## src/rtl/pwr_mode_pkg.sv

```systemverilog
package pwr_mode_pkg;
   localparam int unsigned REG_W = 8;

   typedef struct packed {
      logic baud_dbl;
      logic aux_off;
      logic ale_quiet;
      logic wdt_ld_en;
      logic flag1;
      logic flag0;
      logic pdown;
      logic idle;
   } pwr_reg_t;

   typedef enum logic [1:0] {
      MODE_RUN  = 2'b00,
      MODE_IDLE = 2'b01,
      MODE_PD   = 2'b10
   } pwr_mode_e;
endpackage

```

## src/rtl/pwr_mode_reg.sv

```systemverilog
module pwr_mode_reg
   import pwr_mode_pkg::*;
#(
   parameter int unsigned ADDR_W   = 8,
   parameter int unsigned SFR_ADDR = 'h87
) (
   input  logic              clk,
   input  logic              rst_n,
   input  logic [ADDR_W-1:0] sfr_addr,
   input  logic              sfr_we,
   input  logic [REG_W-1:0]  sfr_wdata,
   input  logic              wdt_load,
   input  logic              irq_wake,
   input  logic              ext_wake,
   output pwr_reg_t          reg_q,
   output logic [REG_W-1:0]  sfr_rdata
);
   localparam logic [ADDR_W-1:0] MY_ADDR = ADDR_W'(SFR_ADDR);

   logic     addr_hit;
   pwr_reg_t reg_d;

   assign addr_hit = (sfr_addr == MY_ADDR);

   always_comb begin
      reg_d = reg_q;
      if (sfr_we && addr_hit) reg_d = pwr_reg_t'(sfr_wdata);
      // an interrupt only reaches a core that is idling, not one in power-down
      if (irq_wake && reg_q.idle && !reg_q.pdown) reg_d.idle = 1'b0;
      if (ext_wake && reg_q.pdown) begin
         reg_d.pdown = 1'b0;
         reg_d.idle  = 1'b0;
      end
      if (wdt_load) reg_d.wdt_ld_en = 1'b0;
   end

   always_ff @(posedge clk or negedge rst_n) begin
      if (!rst_n) reg_q <= '0;
      else        reg_q <= reg_d;
   end

   assign sfr_rdata = addr_hit ? REG_W'(reg_q) : '0;
endmodule

```

## src/rtl/pwr_pin_override.sv

```systemverilog
module pwr_pin_override
   import pwr_mode_pkg::*;
#(
   parameter int unsigned P0_W           = 8,
   parameter int unsigned P2_W           = 8,
   parameter bit          ALE_QUIET_HIGH = 1'b0
) (
   input  pwr_reg_t        reg_q,
   input  logic            ext_mem,
   input  logic            ale_core,
   input  logic            psen_core,
   input  logic [P0_W-1:0] p0_core_out,
   input  logic            p0_core_oe,
   input  logic [P2_W-1:0] p2_core_out,
   input  logic [P2_W-1:0] p2_latch,
   input  logic [P2_W-1:0] addr_hi,
   output pwr_mode_e       mode,
   output logic            ale_pin,
   output logic            psen_pin,
   output logic [P0_W-1:0] p0_out,
   output logic            p0_oe,
   output logic [P2_W-1:0] p2_out
);
   logic quiet_lvl;

   generate
      if (ALE_QUIET_HIGH) begin : g_quiet_hi
         assign quiet_lvl = 1'b1;
      end else begin : g_quiet_lo
         assign quiet_lvl = 1'b0;
      end
   endgenerate

   // power-down outranks idle when both bits are set
   always_comb begin
      if (reg_q.pdown)     mode = MODE_PD;
      else if (reg_q.idle) mode = MODE_IDLE;
      else                 mode = MODE_RUN;
   end

   always_comb begin
      p0_out = p0_core_out;
      unique case (mode)
         MODE_IDLE: begin
            ale_pin  = 1'b1;
            psen_pin = 1'b1;
            p0_oe    = ext_mem ? 1'b0 : p0_core_oe;
            p2_out   = ext_mem ? addr_hi : p2_latch;
         end
         MODE_PD: begin
            ale_pin  = 1'b0;
            psen_pin = 1'b0;
            p0_oe    = ext_mem ? 1'b0 : p0_core_oe;
            p2_out   = p2_latch;
         end
         default: begin
            ale_pin  = reg_q.ale_quiet ? quiet_lvl : ale_core;
            psen_pin = psen_core;
            p0_oe    = p0_core_oe;
            p2_out   = p2_core_out;
         end
      endcase
   end
endmodule

```

## src/rtl/pwr_mode_ctrl.sv

```systemverilog
module pwr_mode_ctrl
   import pwr_mode_pkg::*;
#(
   parameter int unsigned ADDR_W         = 8,
   parameter int unsigned SFR_ADDR       = 'h87,
   parameter int unsigned P0_W           = 8,
   parameter int unsigned P2_W           = 8,
   parameter bit          ALE_QUIET_HIGH = 1'b0
) (
   input  logic              clk,
   input  logic              rst_n,
   input  logic [ADDR_W-1:0] sfr_addr,
   input  logic              sfr_we,
   input  logic [7:0]        sfr_wdata,
   output logic [7:0]        sfr_rdata,
   input  logic              wdt_load,
   input  logic              irq_wake,
   input  logic              ext_wake,
   input  logic              ext_mem,
   input  logic              ale_core,
   input  logic              psen_core,
   input  logic [P0_W-1:0]   p0_core_out,
   input  logic              p0_core_oe,
   input  logic [P2_W-1:0]   p2_core_out,
   input  logic [P2_W-1:0]   p2_latch,
   input  logic [P2_W-1:0]   addr_hi,
   output logic              ale_pin,
   output logic              psen_pin,
   output logic [P0_W-1:0]   p0_out,
   output logic              p0_oe,
   output logic [P2_W-1:0]   p2_out,
   output logic              idle_mode,
   output logic              pd_mode,
   output logic              cpu_clk_en,
   output logic              periph_clk_en,
   output logic              baud_x2,
   output logic              aux_ram_off,
   output logic              wle_flag
);
   generate
      if (ADDR_W < 1 || ADDR_W > 16) begin : g_bad_addr_w
         $error("pwr_mode_ctrl: ADDR_W out of range");
      end
      if (SFR_ADDR >= (1 << ADDR_W)) begin : g_bad_addr
         $error("pwr_mode_ctrl: SFR_ADDR does not fit ADDR_W");
      end
      if (P0_W < 1 || P2_W < 1) begin : g_bad_port_w
         $error("pwr_mode_ctrl: port widths must be at least 1");
      end
   endgenerate

   pwr_reg_t  reg_q;
   pwr_mode_e mode;

   pwr_mode_reg #(
      .ADDR_W  (ADDR_W),
      .SFR_ADDR(SFR_ADDR)
   ) u_reg (
      .clk      (clk),
      .rst_n    (rst_n),
      .sfr_addr (sfr_addr),
      .sfr_we   (sfr_we),
      .sfr_wdata(sfr_wdata),
      .wdt_load (wdt_load),
      .irq_wake (irq_wake),
      .ext_wake (ext_wake),
      .reg_q    (reg_q),
      .sfr_rdata(sfr_rdata)
   );

   pwr_pin_override #(
      .P0_W          (P0_W),
      .P2_W          (P2_W),
      .ALE_QUIET_HIGH(ALE_QUIET_HIGH)
   ) u_pins (
      .reg_q      (reg_q),
      .ext_mem    (ext_mem),
      .ale_core   (ale_core),
      .psen_core  (psen_core),
      .p0_core_out(p0_core_out),
      .p0_core_oe (p0_core_oe),
      .p2_core_out(p2_core_out),
      .p2_latch   (p2_latch),
      .addr_hi    (addr_hi),
      .mode       (mode),
      .ale_pin    (ale_pin),
      .psen_pin   (psen_pin),
      .p0_out     (p0_out),
      .p0_oe      (p0_oe),
      .p2_out     (p2_out)
   );

   assign idle_mode     = (mode == MODE_IDLE);
   assign pd_mode       = (mode == MODE_PD);
   assign cpu_clk_en    = (mode == MODE_RUN);
   assign periph_clk_en = (mode != MODE_PD);
   assign baud_x2       = reg_q.baud_dbl;
   assign aux_ram_off   = reg_q.aux_off;
   assign wle_flag      = reg_q.wdt_ld_en;
endmodule

```

## config.mk

```make
export PLATFORM = sky130hd
export DESIGN_NAME = pwr_mode_ctrl
export DESIGN_NICKNAME = d
export VERILOG_FILES = /design/src/rtl/pwr_mode_pkg.sv /design/src/rtl/pwr_mode_reg.sv /design/src/rtl/pwr_pin_override.sv /design/src/rtl/pwr_mode_ctrl.sv
export SDC_FILE = /design/constraint.sdc
export NUM_CORES = 1
export LEC_CHECK = 0
export ABC_AREA = 1
export BUFFER_PORTS_ARGS = -buffer_cell sky130_fd_sc_hd__buf_2
export CORE_MARGIN = 2
export CORE_UTILIZATION = 35
export DETAILED_ROUTE_END_ITERATION = 10
export PLACE_DENSITY_LB_ADDON = 0.05
export SKIP_CTS_REPAIR_TIMING = 1
export SKIP_LAST_GASP = 1
export SLEW_MARGIN = 5
export SYNTH_ARGS = -nofsm -noshare
export SYNTH_HDL_FRONTEND = slang
export SYNTH_SLANG_ARGS = --single-unit
```

## constraint.sdc

```tcl
create_clock -name clk -period 2.5 [get_ports clk]
set_input_delay 0 -clock clk [delete_from_list [all_inputs] [get_ports clk]]
set_output_delay 0 -clock clk [all_outputs]
set_load 0.01 [all_outputs]
```

==> results.md <==
- Iteration-0 DRC Markers: 21
- Synth Flop Type: dfrtp_1
- DP Wirelength: 1990 um
- Distinct cells, synth: 20
- Worst clock skew: 0.000254 ns
- CTS tree: done
- Highest metal used: met4
- Synth Instances: 119
- Final setup vio count: 0
- Worst Setup SP: u_reg.reg_q[1]
- Post-synth top cells: nand2_1, nor2_1, inv_1
- Yosys reg bits: 8
- Top reg by flops: u_reg.reg_q
- Synth area leader: dfrtp_1
- Metal2 WL: 1260 um
- Initial antenna violation count: 0
- 1st-pass router iterations: 4
- PwrDens: 365 nW/um2
- Vias/cell: approximately 4.7
- Global route total overflow: 0
- Die span in x: 50.9 um
- Dominant cells by area after synthesis: dfrtp_1, o21ai_0, nand2_1, nor2_1, inv_1
- Unrepaired setup endpoints after global routing: false
- I/O pins: 92
- Share of cells above drive strength 1: 0.461
- Sw Pwr: 0.153 mW
- HP Class: input port to flop
- Max_cap viols: 0
- Initial Utilization: 0.381
- Peak supply drop: 0.000234 V
- Pleak: 0.716 nW
- Clock Path Buffers: 2
- Cts bufs inserted: 3
- Drt drc: 0
- WS Path Type: flop to primary output
- WHS: -0.00984 ns
- First-pass GRT wire length: roughly 3800 um
- Pint: approximately 0.28 mW
- Critical Path Sink: p2_out[4]
- Worst-margin pin slew: 0.601 ns
- Setup TNS: 0 ns
- Clock network power share: 0.242
- Warnings, synthesis: 0
- Root Driver: clkbuf_4
- Final Cycle Share: 0.752
- Placed cells: 208
- Total Wirelength: between 2000 and 2500 um
- Startpoint types: flop
- Top flop regs: u_reg.reg_q: 8 flops
- WP data required: 2.50 ns
- Pins Over Slew Limit: 0
- Failing checks: hold timing
- Fmax: 532 MHz
- FFs w/ async S/R, synth: 1.00
- Core area: 2020 um2
- Worst skew pair latency: 0.26 ns
- Routed Antenna Nets: 0
- Sw Ratio: 0.355
- R2R setup slack: 0.98 ns
- Worst setup EP type: primary output
- Reg2reg path depth: 4
- Largest net degree at the start of global routing: 15
- Register area share after synthesis: 0.260
- Area of the mapped netlist: 771 um2
- Post-synth top area share: 0.260
- Area delta synth->final: 53.6%
- Port bufs: 75
- Row cnt: 16
- Post-synth EDFFs: 0
- FF-to-FF Start: u_reg.reg_q[1]
- Logic gate share of total power: 0.422
- Tot GR Track Use: 0.187
- Wire length on met3: around 170 um
- Min Clock Period, post-route: 1.88 ns
- Vias in the first global route: 913
- Wire length per cell: 11.3 um
- Clock Sinks: 8
- # fillers: 218
- Routed vias: 1031
- Worst R2R End: u_reg.reg_q[0]
- RD Place Congestion: 0.785
- CP arrival: 1.88 ns
- DIE HEIGHT: 50.9 um
- Syn_area_per_cell: 6.48 um2
- Max reg flops: 8
- DRT met1 WL: 983 um
- Final Hold Vio Count: 1
- Ant. Diodes: 0
- Post-Layout Cell Count: about 220
- Sequential power share: 0.336
- CP Max Fanout: 14
- CTS H-tree depth: 1
- Die area: approximately 2600 um2
- Clock transition at path regs: 0.06 ns
- Relative slew slack: 0.598
- Nets: between 200 and 300
- Synthesized Nets: 177
- Outcome: complete, but fails checks
## layout make-up
type | instances | area [um2] | share of cell area
timing repair buffer | 82 | 445 | 0.376
multi-input combinational | 79 | 410 | 0.347
sequential | 8 | 200 | 0.169
inverter | 19 | 71.3 | 0.0603
tap | 27 | 33.8 | 0.0285
clock buffer | 3 | 22.5 | 0.0190
## power by group through the flow
stage / sequential, mW / clock [mW] / combinational, mW
2_1_floorplan: 0.146 / 0 / 0.104
3_3_place_gp: 0.147 / 0 / 0.170
3_5_place_dp: 0.148 / 0 / 0.175
4_1_cts: 0.145 / 0.103 / 0.175
5_1_grt: 0.147 / 0.109 / 0.204
6_report: 0.145 / 0.105 / 0.183
## placed cells by master, fill, tap and decap left out, types with 3 or more instances in the layout
master          n
inv_1          18
buf_2          75
nand3_1         6
a22oi_1         6
o21ai_0        15
clkbuf_4        3
dfrtp_1         8
o21ai_2         3
dlygate4sd3_1   7
nor2_1         19
nand2_1        19
## per-stage QoR
step	setup WS (ns)	total power, mW	area, um2	util	hold WS, ns
global route	0.442	0.459	1180	0.585	0.0000216
global placement	1.00	0.317	1090	0.540	-0.150
detailed placement	0.892	0.323	1090	0.540	-0.145
CTS	0.618	0.424	1110	0.551	-0.414
floorplan	1.43	0.250	771	-	-0.296
finish	0.621	0.433	1180	0.585	-0.00984
## worst min-delay path by stage
stage,startpoint,endpoint,slack (ns),cells past startpoint
detailed placement,rst_n,u_reg.reg_q[2],-0.14,1
finish,sfr_wdata[4],u_reg.reg_q[4],-0.01,3
CTS,rst_n,u_reg.reg_q[2],-0.41,1
floorplan,rst_n,u_reg.reg_q[0],-0.30,0
global route,p0_core_out[1],p0_out[1],0.00002,0
global placement,rst_n,u_reg.reg_q[2],-0.15,1
## cell families (layout without fill, tap and decap cells)
family,count (synthesis),count (layout),share of synthesized area
AO/OA/AOI/OAI,28,28,0.229
buffers and inverters,32,104,0.208
flip-flops,8,8,0.260
AND/OR/NAND/NOR,51,51,0.304
## routing by layer
metal	global-route usage	vias up
li1	-	518
met1	0.219	452
met2	0.342	51
met3	0.0175	10
met4	0.0811	0
met5	0	-
## worst max-delay path, stage by stage, from the launching register on
cell,delay (ns)
dfrtp_1,0.52
nor2_1,0.54
o21ai_0,0.20
o211ai_1,0.19
buf_2,0.16
(Power assumes the default switching activity.)
